## src/rtl/pllw_pkg.sv

```systemverilog
// Package: constants and types shared by the synthesizer word calculator.
// Assumes all arithmetic fits in 32 bits for frequencies up to 16000.
package pllw_pkg;

    localparam int unsigned FREQ_SCALE  = 100_000_000; // ps -> 0.01 MHz numerator
    localparam int unsigned FREQ_HI     = 15938;       // highest accepted frequency
    localparam int unsigned FREQ_LO     = 1000;        // lowest accepted frequency
    localparam int unsigned FREQ_FLOOR  = 8000;        // oscillator band floor
    localparam int unsigned REF_MUL     = 46000;       // reference ratio numerator x1000
    localparam int unsigned REF_DIV     = 1432;        // reference frequency
    localparam int unsigned ROUND_ADD   = 500;         // half unit for rounding
    localparam int unsigned ROUND_DIV   = 1000;        // rounding scale
    localparam int unsigned CNT_OFFSET  = 257;         // subtracted from the count
    localparam logic [15:0] STOP_MASK   = 16'h1800;    // always-set stop bits
    localparam int unsigned CODE_LSB    = 9;           // divider code position

    typedef enum logic [2:0] {
        ST_IDLE,
        ST_FREQ,
        ST_CHECK,
        ST_SCALE,
        ST_RATIO,
        ST_ROUND,
        ST_PACK
    } calc_state_t;

    // Divider code: larger post division gives a smaller code.
    function automatic logic [1:0] pd_code(input logic [3:0] pd);
        case (pd)
            4'd1:    pd_code = 2'd3;
            4'd2:    pd_code = 2'd2;
            4'd4:    pd_code = 2'd1;
            default: pd_code = 2'd0;
        endcase
    endfunction

endpackage

```

## src/rtl/pllw_div.sv

```systemverilog
// Module: restoring unsigned divider, one quotient bit per cycle.
// A go pulse loads operands; valid pulses for one cycle W+1 cycles later,
// with the quotient held until the next go. Divisor 0 yields all ones.
// Assumes go is not raised while a division is running.
module pllw_div #(
    parameter int W = 32
) (
    input  logic         clk,
    input  logic         rst_n,
    input  logic         go,
    input  logic [W-1:0] dividend,
    input  logic [W-1:0] divisor,
    output logic         valid,
    output logic [W-1:0] quotient
);
    localparam int CW = $clog2(W + 1);

    logic [W-1:0]  rem_q;
    logic [W-1:0]  quo_q;
    logic [W-1:0]  dsr_q;
    logic [CW-1:0] cnt_q;
    logic          run_q;
    logic          valid_q;
    logic [W:0]    shifted;
    logic [W:0]    trial;

    // Shift-in of the next dividend bit and trial subtraction.
    always_comb begin
        shifted = {rem_q, quo_q[W-1]};
        trial   = shifted - {1'b0, dsr_q};
    end

    // Iteration registers: load on go, then one restoring step per cycle.
    always_ff @(posedge clk) begin
        if (!rst_n) begin
            rem_q   <= '0;
            quo_q   <= '0;
            dsr_q   <= '0;
            cnt_q   <= '0;
            run_q   <= 1'b0;
            valid_q <= 1'b0;
        end else begin
            valid_q <= 1'b0;
            if (go) begin
                rem_q <= '0;
                quo_q <= dividend;
                dsr_q <= divisor;
                cnt_q <= CW'(W);
                run_q <= 1'b1;
            end else if (run_q) begin
                if (!trial[W]) begin
                    rem_q <= trial[W-1:0];
                    quo_q <= {quo_q[W-2:0], 1'b1};
                end else begin
                    rem_q <= shifted[W-1:0];
                    quo_q <= {quo_q[W-2:0], 1'b0};
                end
                cnt_q <= cnt_q - CW'(1);
                if (cnt_q == CW'(1)) begin
                    run_q   <= 1'b0;
                    valid_q <= 1'b1;
                end
            end
        end
    end

    assign valid    = valid_q;
    assign quotient = quo_q;

    // the divider result strobe lasts one cycle
    p_div_valid_pulse_r9: assert property (@(posedge clk) disable iff (!rst_n)
        valid |=> !valid);

    // the controller never restarts a running division
    p_div_no_restart_r9: assert property (@(posedge clk) disable iff (!rst_n)
        run_q |-> !go);

endmodule

```

## src/rtl/pllw_pack.sv

```systemverilog
// Module: combinational packer of the programming word.
// Places (count - offset) in the low bits, the inverted divider code
// above it, and ORs in the stop bits. Assumes WORD_W >= 13.
module pllw_pack #(
    parameter int WORD_W = 16,
    parameter int PD_W   = 4
) (
    input  logic [WORD_W-1:0] count,
    input  logic [PD_W-1:0]   pd,
    output logic [WORD_W-1:0] word
);
    import pllw_pkg::*;

    logic [WORD_W-1:0] base;
    logic [WORD_W-1:0] code_field;

    // Word assembly from offset count, code field and stop bits.
    always_comb begin
        base       = count - WORD_W'(CNT_OFFSET);
        code_field = WORD_W'(pd_code(4'(pd))) << CODE_LSB;
        word       = base | code_field | WORD_W'(STOP_MASK);
    end

endmodule

```

## src/rtl/pllw_calc.sv

```systemverilog
// Module: top of the synthesizer word calculator.
// Sequences one shared divider through frequency, reference ratio and
// rounding; range-checks and scales the frequency by doubling; registers
// the packed result with a one-cycle done strobe. Start is only sampled
// while idle. Assumes period_ps is stable on the start cycle only.
module pllw_calc #(
    parameter int PERIOD_W = 32,
    parameter int WORD_W   = 16,
    parameter int LOC_W    = 5,
    parameter int PD_W     = 4
) (
    input  logic                clk,
    input  logic                rst_n,
    input  logic                start,
    input  logic [PERIOD_W-1:0] period_ps,
    output logic                busy,
    output logic                done,
    output logic                err,
    output logic [WORD_W-1:0]   word,
    output logic [LOC_W-1:0]    loc_addr,
    output logic [PD_W-1:0]     post_div
);
    import pllw_pkg::*;

    calc_state_t         state_q;
    logic                go_q;
    logic [PERIOD_W-1:0] a_q;
    logic [PERIOD_W-1:0] b_q;
    logic [PERIOD_W-1:0] period_q;
    logic [PERIOD_W-1:0] freq_q;
    logic [PERIOD_W-1:0] count_q;
    logic [PD_W-1:0]     pd_q;
    logic                div_valid;
    logic [PERIOD_W-1:0] div_quo;
    logic [WORD_W-1:0]   packed_word;
    logic                done_q;
    logic                err_q;
    logic [WORD_W-1:0]   word_q;
    logic [PD_W-1:0]     pdo_q;

    pllw_div #(.W(PERIOD_W)) u_div (
        .clk      (clk),
        .rst_n    (rst_n),
        .go       (go_q),
        .dividend (a_q),
        .divisor  (b_q),
        .valid    (div_valid),
        .quotient (div_quo)
    );

    pllw_pack #(.WORD_W(WORD_W), .PD_W(PD_W)) u_pack (
        .count (count_q[WORD_W-1:0]),
        .pd    (pd_q),
        .word  (packed_word)
    );

    // Sequencer: steps through the three divisions and the result update.
    always_ff @(posedge clk) begin
        if (!rst_n) begin
            state_q  <= ST_IDLE;
            go_q     <= 1'b0;
            a_q      <= '0;
            b_q      <= '0;
            period_q <= '0;
            freq_q   <= '0;
            count_q  <= '0;
            pd_q     <= '0;
            done_q   <= 1'b0;
            err_q    <= 1'b0;
            word_q   <= '0;
            pdo_q    <= '0;
        end else begin
            go_q   <= 1'b0;
            done_q <= 1'b0;
            case (state_q)
                ST_IDLE: begin
                    if (start) begin
                        period_q <= period_ps;
                        a_q      <= PERIOD_W'(FREQ_SCALE);
                        b_q      <= period_ps;
                        go_q     <= 1'b1;
                        state_q  <= ST_FREQ;
                    end
                end
                ST_FREQ: begin
                    if (div_valid) begin
                        freq_q  <= div_quo;
                        state_q <= ST_CHECK;
                    end
                end
                ST_CHECK: begin
                    if (freq_q > PERIOD_W'(FREQ_HI) || freq_q < PERIOD_W'(FREQ_LO)) begin
                        err_q   <= 1'b1;
                        word_q  <= '0;
                        pdo_q   <= '0;
                        done_q  <= 1'b1;
                        state_q <= ST_IDLE;
                    end else begin
                        pd_q    <= PD_W'(1);
                        state_q <= ST_SCALE;
                    end
                end
                ST_SCALE: begin
                    if (freq_q < PERIOD_W'(FREQ_FLOOR)) begin
                        freq_q <= freq_q << 1;
                        pd_q   <= pd_q << 1;
                    end else begin
                        a_q     <= freq_q * PERIOD_W'(REF_MUL);
                        b_q     <= PERIOD_W'(REF_DIV);
                        go_q    <= 1'b1;
                        state_q <= ST_RATIO;
                    end
                end
                ST_RATIO: begin
                    if (div_valid) begin
                        a_q     <= div_quo + PERIOD_W'(ROUND_ADD);
                        b_q     <= PERIOD_W'(ROUND_DIV);
                        go_q    <= 1'b1;
                        state_q <= ST_ROUND;
                    end
                end
                ST_ROUND: begin
                    if (div_valid) begin
                        count_q <= div_quo;
                        state_q <= ST_PACK;
                    end
                end
                ST_PACK: begin
                    err_q   <= 1'b0;
                    word_q  <= packed_word;
                    pdo_q   <= pd_q;
                    done_q  <= 1'b1;
                    state_q <= ST_IDLE;
                end
                default: state_q <= ST_IDLE;
            endcase
        end
    end

    assign busy     = (state_q != ST_IDLE);
    assign done     = done_q;
    assign err      = err_q;
    assign word     = word_q;
    assign loc_addr = '0;
    assign post_div = pdo_q;

    // done is a single-cycle strobe
    p_done_pulse_r7: assert property (@(posedge clk) disable iff (!rst_n)
        done |=> !done);

    // an accepted start makes the block busy on the next cycle
    p_busy_after_start_r7: assert property (@(posedge clk) disable iff (!rst_n)
        (!busy && start) |=> busy);

    // a start during a computation leaves the captured period alone
    p_ignore_start_r8: assert property (@(posedge clk) disable iff (!rst_n)
        (busy && start) |=> $stable(period_q));

    // a rejected request carries no word and no divider
    p_err_no_word_r2: assert property (@(posedge clk) disable iff (!rst_n)
        (done && err) |-> (word == '0 && post_div == '0));

    // stop bits set and top bits clear on every accepted word
    p_stop_bits_r5: assert property (@(posedge clk) disable iff (!rst_n)
        (done && !err) |-> (word[12:11] == 2'b11 && word[WORD_W-1:13] == '0));

    // an accepted result names exactly one power-of-two divider
    p_pd_single_r3: assert property (@(posedge clk) disable iff (!rst_n)
        (done && !err) |-> ($countones(post_div) == 1 && post_div <= PD_W'(8)));

    // the rounded count is small enough for the word field
    p_count_range_r4: assert property (@(posedge clk) disable iff (!rst_n)
        (state_q == ST_PACK) |-> (count_q[PERIOD_W-1:10] == '0));

endmodule

```

## config.mk

```make
export PLATFORM = sky130hd
export DESIGN_NAME = pllw_calc
export DESIGN_NICKNAME = d
export VERILOG_FILES = /design/src/rtl/pllw_pkg.sv /design/src/rtl/pllw_div.sv /design/src/rtl/pllw_pack.sv /design/src/rtl/pllw_calc.sv
export SDC_FILE = /design/constraint.sdc
export NUM_CORES = 1
export LEC_CHECK = 0
export CORE_ASPECT_RATIO = 0.75
export CORE_UTILIZATION = 45
export DETAILED_ROUTE_END_ITERATION = 7
export SETUP_SLACK_MARGIN = 0.15
export SYNTH_ARGS = -nofsm -noshare
export SYNTH_HDL_FRONTEND = slang
export SYNTH_SLANG_ARGS = --single-unit
```

## constraint.sdc

```tcl
create_clock -name clk -period 13.9 [get_ports clk]
set_input_delay 2.78 -clock clk [delete_from_list [all_inputs] [get_ports clk]]
set_output_delay 2.78 -clock clk [all_outputs]
set_load 0.1 [all_outputs]
```

==> results.txt <==
----------------------------------------------------
[STA]
  Slew Viols, Final ... 0
  Unrepaired setup endpoints after global routing ... no
  Final hold viol count ... 0
  Total negative slack for setup checks ... 0 ps
  Ratio of final minimum period to clock period ... 40.47%
  Maximum frequency from static timing analysis ... 177.8 MHz
  Worst rel slew slack ... 23.07%
  Transition time at the pin with the least slew margin ... 1148 ps
  Min cycle time layout ... 5625 ps
  Worst Skew ... 28.33 ps
  Number of setup violations in the final report ... 0

[Detailed routing]
  Detailed-router iteration count before antenna repair ... 5
  WL per Instance ... 17.65 um
  1st-iter DRT viols ... 1121
  Vias after detailed routing ... 14.21k
  Post-DRT Antenna Nets ... 0
  Post-detailed-route via-to-cell ratio ... 5.467
  Post-detailed-route DRC marker count ... 0
  Drt total wl ... 45890 um

[Setup path]
  Critical path data required time ... 14290 ps
  Reg-to-reg critical path startpoint ... freq_q[3]
  Launching element of the worst setup path ... freq_q[3]
  Startpoint Class ... flop
  Depth of the worst register-to-register path ... 19
  End point of the critical path ... a_q[26]
  Crit-path slowest cell ... sky130_fd_sc_hd__fa_1
  Sequence of cells on the critical path ... inv_1, fa_1, inv_1, ha_1, inv_1, fa_1, fa_1, fa_1, inv_1, ha_1, o21a_1, o21ai_0, nand2b_1, a32oi_1, o21ai_1, nor2b_1, or4_1, a31oi_1, a21oi_1
  Worst stage delay on the critical path ... 580 ps
  Data arrival time at the worst-slack endpoint ... 6010 ps
  Type of the worst setup path ... reg -> reg
  Worst R2R End ... a_q[26]
  Category of the worst setup path capture point ... flop
  Reg-to-reg slack, setup ... 8270 ps
  Max FO, Critical Path ... 9

[CTS]
  Number of H-tree levels ... 1
  TritonCTS Buffers ... 26
  Clock-pin slew of the registers on the worst-case setup and hold paths ... 60 ps
  Number of buffers inserted to repair setup after CTS ... 0
  Maximum clock path buffer count ... 3
  Library cell used as clock root buffer ... sky130_fd_sc_hd__clkbuf_16
  Clock sink count ... 245
  Worst skew pair latency ... 570 ps
  Hold buffers post-CTS ... 0
  Clock tree from TritonCTS ... done
  Number of cells upsized or downsized after cts ... 0

[Die]
  Full die area ... 41890 um2
  Total core area ... 39960 um2
  Overall die height ... 177.5 um
  Num rows ... 63
  Die width ... 236 um
  Starting utilization of the core area ... 46.24%
  I/O pin cnt ... 63

[Power]
  Power density cells ... 94.07 nW/um2
  Power Total ... 1894 uW
  LEAKAGE ... 0.009322 uW
  Highest ir drop seen on vdd ... 0.00008080 V

[Global routing]
  Number of global-route vias before repair ... 13.84k
  Global-route usage over all layers ... 22.45%
  Maximum number of pins on one net before global-route repair ... 110
  Wire length of the first global-routing pass ... 75830 um
  Number of antenna violations at the first check in global routing ... 0
  GR Overflow Total ... 0

[Logic synthesis]
  Sequential fraction of the synthesis area ... 26.54%
  Dominant synthesized flop cell ... sky130_fd_sc_hd__dfxtp_1
  Number of warning messages in the yosys log ... 0
  Unique masters post-synth ... 75
  Fraction of registers with async set/reset ... 0%
  Post-synth EDFFs ... 0
  Post-synth design cell area ... 18480 um2
  Average cell area after synthesis ... 8.872 um2
  Cell count after synthesis ... 2083
  Flop and latch count out of synthesis ... 245

[Hold path]
  Hold-critical path depth ... 2
  Worst min-delay path category ... reg -> reg

[Layout]
  FILL cells ... 3759
  Final design area excluding fillers ... 20130 um2
  Fraction of final layout cells sized beyond drive strength 1 ... 3.894%
  Final standard cell count with taps included and fillers excluded ... 2600
  Growth of design area from synthesis to finish ... 8.944%
  Final antenna diode count ... 0
  Commonest cells after routing, fill and taps aside ... 254 x sky130_fd_sc_hd__inv_1, 243 x sky130_fd_sc_hd__dfxtp_1, 197 x sky130_fd_sc_hd__nand2_1
  Most common library cell in the layout ignoring fill and taps ... sky130_fd_sc_hd__inv_1
  Number of nets in the layout ... 2374

[Place]
  IO Port Bufs ... 57
  Post-DP Area ... 19260 um2
  Dpl cells ... 2554
  DP HPWL ... 33790 um
  Routability-driven placement congestion ratio ... 0.9051

[Run]
  Number of violations of the max-capacitance limit ... 0

[Outcome]
  Result of the run ... finished, final reports clean

----------------------------------------------------
[how the worst min path moves through the flow]
stage                       end        start  slack (ps)
floorplan           count_q[12]  count_q[12]         440
global placement        b_q[31]      b_q[31]         450
detailed placement      b_q[18]      b_q[18]         460
CTS                     b_q[24]      b_q[24]         470
global route            b_q[30]      b_q[30]         490
finish                  b_q[24]      b_q[24]         470
[state kept, by name, indices dropped and copies added (netlist names), 3 cells and up]
name	cells
a_q	32
b_q	32
count_q	16
freq_q	32
pd_q	4
post_div	4
state_q	3
u_div.cnt_q	6
u_div.dsr_q	32
u_div.quotient	32
u_div.rem_q	32
word	15
[cell families after synthesis]
group,Yosys count,synth area share (%)
AOI/OAI and AO/OA,471,18.14
other,1,0.02029
xor gates and xnor gates,100,4.739
and+or+nand+nor,522,13.86
muxes,91,4.929
DFF,245,26.54
buffers and inverters,376,8.219
adders and majority gates,277,23.55
[routing by layer]
| layer | up-vias | global-route usage, % | wire, um |
|---|---|---|---|
| li1 | 7046 | - | - |
| met1 | 6881 | 35.48 | 24730 |
| met2 | 243 | 32.26 | 18640 |
| met3 | 44 | 2.924 | 1831 |
| met4 | 0 | 3.894 | 679 |
| met5 | - | 0 | 0 |
[critical path, delay by kind of cell, from the launching register on]
family | cells | cell delay [ps]
fa+ha+maj | 6 | 2540
flops | 1 | 540
buf+inv | 4 | 390
compound gates | 6 | 1240
simple gates | 3 | 740
[cells in the mapped netlist, types with 16 or more instances]
library cell / number / area (um2)
sky130_fd_sc_hd__nor3_1: 25 / 125.1
sky130_fd_sc_hd__clkbuf_1: 76 / 285.3
sky130_fd_sc_hd__fa_1: 118 / 2362
sky130_fd_sc_hd__a22oi_1: 16 / 120.1
sky130_fd_sc_hd__xor2_1: 33 / 289.0
sky130_fd_sc_hd__xnor2_1: 67 / 586.8
sky130_fd_sc_hd__dfxtp_1: 245 / 4905
sky130_fd_sc_hd__o211ai_1: 45 / 337.8
sky130_fd_sc_hd__nand2_1: 198 / 743.2
sky130_fd_sc_hd__a31oi_1: 18 / 112.6
sky130_fd_sc_hd__mux2i_1: 91 / 910.9
sky130_fd_sc_hd__a21boi_0: 57 / 427.9
sky130_fd_sc_hd__ha_1: 159 / 1989
sky130_fd_sc_hd__nand3_1: 58 / 290.3
sky130_fd_sc_hd__a21oi_1: 91 / 455.4
sky130_fd_sc_hd__o21ai_0: 77 / 385.4
sky130_fd_sc_hd__nor2b_1: 58 / 362.9
sky130_fd_sc_hd__inv_1: 255 / 957.2
sky130_fd_sc_hd__nor2_1: 74 / 277.8
sky130_fd_sc_hd__o211a_1: 71 / 710.7
sky130_fd_sc_hd__a21o_1: 20 / 150.1
sky130_fd_sc_hd__buf_2: 19 / 95.09
[through the flow]
stage               utilization, %  setup WS, ps  hold WS, ps
finish                       50.38          8275        465.9
global route                 50.38          7846        485.4
CTS                          50.38          8297        468.5
detailed placement           48.20          8360        460.9
global placement             48.20          8412        454.4
floorplan                        -          8875        437.9
[layout make-up]
| type | count | area (um2) | share of cell area [%] |
|---|---|---|---|
| Tap cell | 520 | 650.6 | 3.232 |
| Clock buffer | 35 | 745.7 | 3.704 |
| Timing Repair Buffer | 68 | 654.4 | 3.250 |
| Clock inverter | 11 | 123.9 | 0.6153 |
| Sequential cell | 245 | 4910 | 24.39 |
| Inverter | 255 | 957.2 | 4.754 |
| Multi-Input combinational cell | 1466 | 12090 | 60.06 |
[power breakdown]
part	internal, uW	total, uW	switching [uW]
logic	176	403	228
clock network	415	726	311
registers	731	764	32.9
total	1320	1890	572
No activity file was read; power rests on OpenSTA's default activity.
